--- src/rtl/arb2_pkg.sv ---
package arb2_pkg;

   // Ownership and handover states
   typedef enum logic [1:0] {
      ST_OWN1 = 2'd0,
      ST_TO2  = 2'd1,
      ST_OWN2 = 2'd2,
      ST_TO1  = 2'd3
   } arb_state_e;

   localparam int NUM_STATES = 4;
   localparam int NUM_MASTERS = 2;

   // grant vector: bit 0 = master 1, bit 1 = master 2
   function automatic logic [NUM_MASTERS-1:0] grant_of(arb_state_e s);
      logic [NUM_MASTERS-1:0] g;
      case (s)
         ST_OWN1, ST_TO1: g = 2'b01;
         default:         g = 2'b10;
      endcase
      return g;
   endfunction

   function automatic arb_state_e reset_state(int owner);
      return (owner != 0) ? ST_OWN2 : ST_OWN1;
   endfunction

endpackage

--- src/rtl/arb2_release_qual.sv ---
module arb2_release_qual #(
   parameter int EARLY_HANDOVER = 1
) (
   input  logic lock_act,
   input  logic lock_last,
   output logic may_release
);
   generate
      if (EARLY_HANDOVER != 0) begin : g_early
         // release permitted on the final locked access
         assign may_release = !lock_act || lock_last;
      end else begin : g_late
         logic unused_last;
         assign unused_last = lock_last;
         assign may_release = !lock_act;
      end
   endgenerate
endmodule

--- src/rtl/arb2_next_state.sv ---
module arb2_next_state
   import arb2_pkg::*;
(
   input  arb_state_e cur,
   input  logic       m1_req,
   input  logic       m2_req,
   input  logic       bus_busy,
   input  logic       lock_act,
   input  logic       may_release,
   output arb_state_e nxt
);
   logic new_lock;
   assign new_lock = bus_busy && lock_act;

   always_comb begin
      nxt = cur;
      case (cur)
         ST_OWN1: if (m2_req && may_release) nxt = ST_TO2;
         ST_TO2: begin
            if (new_lock)       nxt = ST_OWN1;
            else if (!bus_busy) nxt = ST_OWN2;
         end
         ST_OWN2: if (m1_req && may_release) nxt = ST_TO1;
         ST_TO1: begin
            if (new_lock)       nxt = ST_OWN2;
            else if (!bus_busy) nxt = ST_OWN1;
         end
         default: nxt = ST_OWN1;
      endcase
   end
endmodule

--- src/rtl/arb2_state_reg.sv ---
module arb2_state_reg
   import arb2_pkg::*;
#(
   parameter int ONEHOT_STATE = 0,
   parameter int RESET_OWNER  = 0
) (
   input  logic       clk,
   input  logic       rst_n,
   input  arb_state_e nxt,
   output arb_state_e cur
);
   localparam arb_state_e RST_ST = reset_state(RESET_OWNER);

   generate
      if (ONEHOT_STATE != 0) begin : g_onehot
         logic [NUM_STATES-1:0] oh_q;
         always_ff @(posedge clk or negedge rst_n) begin
            if (!rst_n) oh_q <= NUM_STATES'(1) << RST_ST;
            else        oh_q <= NUM_STATES'(1) << nxt;
         end
         always_comb begin
            cur = ST_OWN1;
            for (int k = 0; k < NUM_STATES; k++)
               if (oh_q[k]) cur = arb_state_e'(2'(k));
         end
      end else begin : g_binary
         arb_state_e st_q;
         always_ff @(posedge clk or negedge rst_n) begin
            if (!rst_n) st_q <= RST_ST;
            else        st_q <= nxt;
         end
         assign cur = st_q;
      end
   endgenerate
endmodule

--- src/rtl/arb2_grant_reg.sv ---
module arb2_grant_reg
   import arb2_pkg::*;
#(
   parameter int RESET_OWNER = 0
) (
   input  logic       clk,
   input  logic       rst_n,
   input  arb_state_e nxt,
   output logic       m1_gnt,
   output logic       m2_gnt
);
   localparam logic [NUM_MASTERS-1:0] RST_GNT = grant_of(reset_state(RESET_OWNER));
   logic [NUM_MASTERS-1:0] gnt_q;

   always_ff @(posedge clk or negedge rst_n) begin
      if (!rst_n) gnt_q <= RST_GNT;
      else        gnt_q <= grant_of(nxt);
   end

   assign m1_gnt = gnt_q[0];
   assign m2_gnt = gnt_q[1];
endmodule

--- src/rtl/arb2_fair_arbiter.sv ---
module arb2_fair_arbiter
   import arb2_pkg::*;
#(
   parameter int EARLY_HANDOVER = 1,
   parameter int RESET_OWNER    = 0,
   parameter int ONEHOT_STATE   = 0
) (
   input  logic clk,
   input  logic rst_n,
   input  logic m1_req,
   input  logic m2_req,
   input  logic bus_busy,
   input  logic lock_act,
   input  logic lock_last,
   output logic m1_gnt,
   output logic m2_gnt
);
   generate
      if (EARLY_HANDOVER != 0 && EARLY_HANDOVER != 1) begin : g_bad_early
         $error("EARLY_HANDOVER must be 0 or 1");
      end
      if (RESET_OWNER != 0 && RESET_OWNER != 1) begin : g_bad_owner
         $error("RESET_OWNER must be 0 or 1");
      end
      if (ONEHOT_STATE != 0 && ONEHOT_STATE != 1) begin : g_bad_enc
         $error("ONEHOT_STATE must be 0 or 1");
      end
   endgenerate

   arb_state_e cur_state;
   arb_state_e nxt_state;
   logic       may_release;

   arb2_release_qual #(.EARLY_HANDOVER(EARLY_HANDOVER)) u_rel (
      .lock_act    (lock_act),
      .lock_last   (lock_last),
      .may_release (may_release)
   );

   arb2_next_state u_nxt (
      .cur         (cur_state),
      .m1_req      (m1_req),
      .m2_req      (m2_req),
      .bus_busy    (bus_busy),
      .lock_act    (lock_act),
      .may_release (may_release),
      .nxt         (nxt_state)
   );

   arb2_state_reg #(
      .ONEHOT_STATE (ONEHOT_STATE),
      .RESET_OWNER  (RESET_OWNER)
   ) u_st (
      .clk   (clk),
      .rst_n (rst_n),
      .nxt   (nxt_state),
      .cur   (cur_state)
   );

   arb2_grant_reg #(.RESET_OWNER(RESET_OWNER)) u_gnt (
      .clk    (clk),
      .rst_n  (rst_n),
      .nxt    (nxt_state),
      .m1_gnt (m1_gnt),
      .m2_gnt (m2_gnt)
   );
endmodule

--- config.mk ---
export PLATFORM = sky130hd
export DESIGN_NAME = arb2_fair_arbiter
export DESIGN_NICKNAME = d
export VERILOG_FILES = /design/src/rtl/arb2_pkg.sv /design/src/rtl/arb2_release_qual.sv /design/src/rtl/arb2_next_state.sv /design/src/rtl/arb2_state_reg.sv /design/src/rtl/arb2_grant_reg.sv /design/src/rtl/arb2_fair_arbiter.sv
export SDC_FILE = /design/constraint.sdc
export NUM_CORES = 1
export LEC_CHECK = 0
export BUFFER_PORTS_ARGS = -buffer_cell sky130_fd_sc_hd__buf_2
export CAP_MARGIN = 20
export CORE_AREA = 2 2 39 41
export CTS_BUF_LIST = sky130_fd_sc_hd__clkbuf_4
export CTS_CLUSTER_DIAMETER = 100
export DETAILED_ROUTE_END_ITERATION = 10
export DIE_AREA = 0 0 41 43
export PLACE_DENSITY = 0.31
export SYNTH_ARGS = -nofsm -noshare
export SYNTH_HDL_FRONTEND = slang
export SYNTH_SLANG_ARGS = --single-unit
--- constraint.sdc ---
create_clock -name clk -period 1.2 [get_ports clk]
set_input_delay 0.18 -clock clk [delete_from_list [all_inputs] [get_ports clk]]
set_output_delay 0.18 -clock clk [all_outputs]
set_load 0.02 [all_outputs]
==> flow_summary.toml <==
[run_status]
outcome = "complete, no violations"

[yosys]
yosysWarnings = 0
yosysSeqAreaShare_pct = 48.21
synth_simple_gate_area_share_pct = 28.57
synth-compound-area-share_pct = 19.05
synthXorXnorAreaFrac_pct = 4.167
synth.distinct_cells = 14
synth.area.mux_share_pct = 0
syn_nets = 26
ys_seq_elements = 4
synth_fa_ha_area_share_pct = 0
syn_avg_cell_area_um2 = 11.06
syn-cell-area_um2 = 210.2
synth_top_family_by_area = "simple AND/OR/NAND/NOR gates"
syn_inst = 19

[global_routing]
grt.total_usage_pct = 5.936
antenna_found_initial = 0
grt_max_degree = 8
grt_pass1_vias = 175
grt_first_pass_wirelength_um = 655
grt-ovfl-total = 0

[timing]
timing.final.crit_share_pct = 90.09
min_period_ps = 1081
fin_setup_tns_ps = 0
hold_viol = 0
setup_viol = 0
slew_violations = 0
fin_skew_ps = 7.049
maxSlewHeadroom_pct = 85.41
max_freq_mhz = 925.0
rsz0062_at_grt = "false"
worst_pin_slew_ps = 218.1

[floorplan]
dieWidth_um = 41
ios = 9
die_area_um2 = 1763
die_h_um = 43
start_util_pct = 15.19
num_rows = 14
coreArea_um2 = 1384

[power_and_ir_drop]
p_per_area_nw_per_um2 = 2527
leakage_nw = 0.1453
switching_share_pct = 32.82
power_frac_clock_pct = 25.7
netSwitchingPower_uw = 263.6
seqPwrFrac_pct = 32.7
power_uw = 803.0
intPower_uw = 539.4
ir_drop_mv = 0.5279
power.share.combinational_pct = 41.6

[layout]
layout-drive-gt1-share_pct = 51.52
fin_nets = 41
diodes = 0
syn2layout_area_growth_pct = 51.19
final_cell_area_um2 = 317.8

[clock_tree]
cts_made_buffers = 3
clock_latency_ps = 240
htreeDepth = 1
cts-root-buf = "clkbuf_4"
post_cts_buffers = 0
cts_tree = "yes"
clock_sinks = 4
max-clock-path-buffers = 2
clk_pin_slew_ps = 40

[setup_path]
criticalPathCategory = "reg -> reg"
setup.worst_path.start_class = "flip-flop"
cp.required_ps = 1350
end_kind = "flip-flop"
worst_ep_arrival_time_ps = 1230
path_max_fanout = 3

[routing]
dr_total_vias = 190
vias_per_cell = 3.878
first_pass_iters = 4
antenna_left = 0
drt-total-wl_um = 443
routedWlPerCell_um = 9.041
drc = 0
first_iter_violations = 2

[placed_design]
postPlaceCellArea_um2 = 277.8
port_buffers = 8
gp_congestion = 0.7369

[worst_hold_path]
hold_path.class = "in -> reg"

[job]
drv_cap = 0
==> what timing repair did <==
item                                   CTS  global route
gates resized for setup                  0             0
hold buffers                             1             0
endpoints found under the hold margin    4             0
==> registers in the layout, indices dropped and copies added (netlist names) <==
| signal | flops |
|---|---|
| u_gnt.gnt_q | 2 |
| u_st.cur | 2 |
==> layer usage <==
| metal | track usage (%) | routed length [µm] |
|---|---|---|
| met1 | 7.443 | 210 |
| met2 | 6.563 | 186 |
| met3 | 1.571 | 46 |
| met4 | 8.000 | 0 |
| met5 | 0 | 0 |
==> placed cells by master (no fill, tap or decap) <==
cell	count
a21bo_2	1
a21oi_1	1
and3_1	1
and4b_4	1
buf_2	8
buf_4	1
clkbuf_4	4
dfrtp_1	3
dfstp_2	1
dlygate4sd3_1	1
nand2_1	2
nand2b_1	3
nand3_1	1
o22ai_1	1
o32a_1	1
o32ai_1	1
or2_4	1
xnor2_1	1
==> power groups by stage <==
stage	clock [mW]	sequential [mW]	combinational (mW)
2_1_floorplan	0	0.318	0.170
3_3_place_gp	0	0.266	0.339
3_5_place_dp	0	0.259	0.335
4_1_cts	0.218	0.263	0.337
5_1_grt	0.224	0.270	0.361
6_report	0.207	0.262	0.334
==> per-stage QoR <==
stage	setup slack, ps	utilization [%]	hold WS, ps	instances
after CTS	119.6	22.97	166.9	49
after floorplan	100.8	-	-115.6	19
after detailed placement	143.0	20.07	-11.85	44
after global routing	98.28	22.97	190.9	49
after global placement	129.5	20.07	-8.895	44
final	118.9	22.97	181.5	49
==> worst paths after layout <==
check	slack [ps]	depth (start not counted)	startpoint	to
hold reg to reg	570	1	u_st.cur[0]	u_st.cur[0]
min in group asynchronous	280	2	rst_n	u_gnt.gnt_q[1]
setup reg to reg	120	3	u_st.cur[1]	u_gnt.gnt_q[0]
hold / removal	180	2	lock_act	u_st.cur[0]
setup / recovery	120	3	u_st.cur[1]	u_gnt.gnt_q[0]
max in group asynchronous	710	2	rst_n	u_gnt.gnt_q[0]
==> critical path, stage by stage (launching register included) <==
cell	delay, ps
dfrtp_1	380
or2_4	260
and4b_4	200
o32a_1	170
==> logic make-up after synthesis <==
| group | Yosys count |
|---|---|
| AOI/OAI and AO/OA | 5 |
| and+or+nand+nor | 9 |
| xor gates and xnor gates | 1 |
| DFF | 4 |
==> synth_stat cells <==
cell type	count	area, µm²
dfrtp_1	3	75.07
nand2b_1	3	18.77
nand2_1	2	7.510
a21bo_2	1	10.01
a21oi_1	1	5.000
and3_1	1	6.260
and4b_4	1	13.76
dfstp_2	1	26.28
nand3_1	1	5.000
o22ai_1	1	6.260
o32a_1	1	10.01
o32ai_1	1	8.760
or2_4	1	8.760
xnor2_1	1	8.760
==> area by class of cell <==
class / instances / area (µm²)
fill: 157 / 1066
multi-input combinational: 15 / 108.9
sequential: 4 / 101.3
timing repair buffer: 10 / 57.56
clock buffer: 4 / 30.03
tap: 16 / 20.02
(Power assumes the default switching activity.)
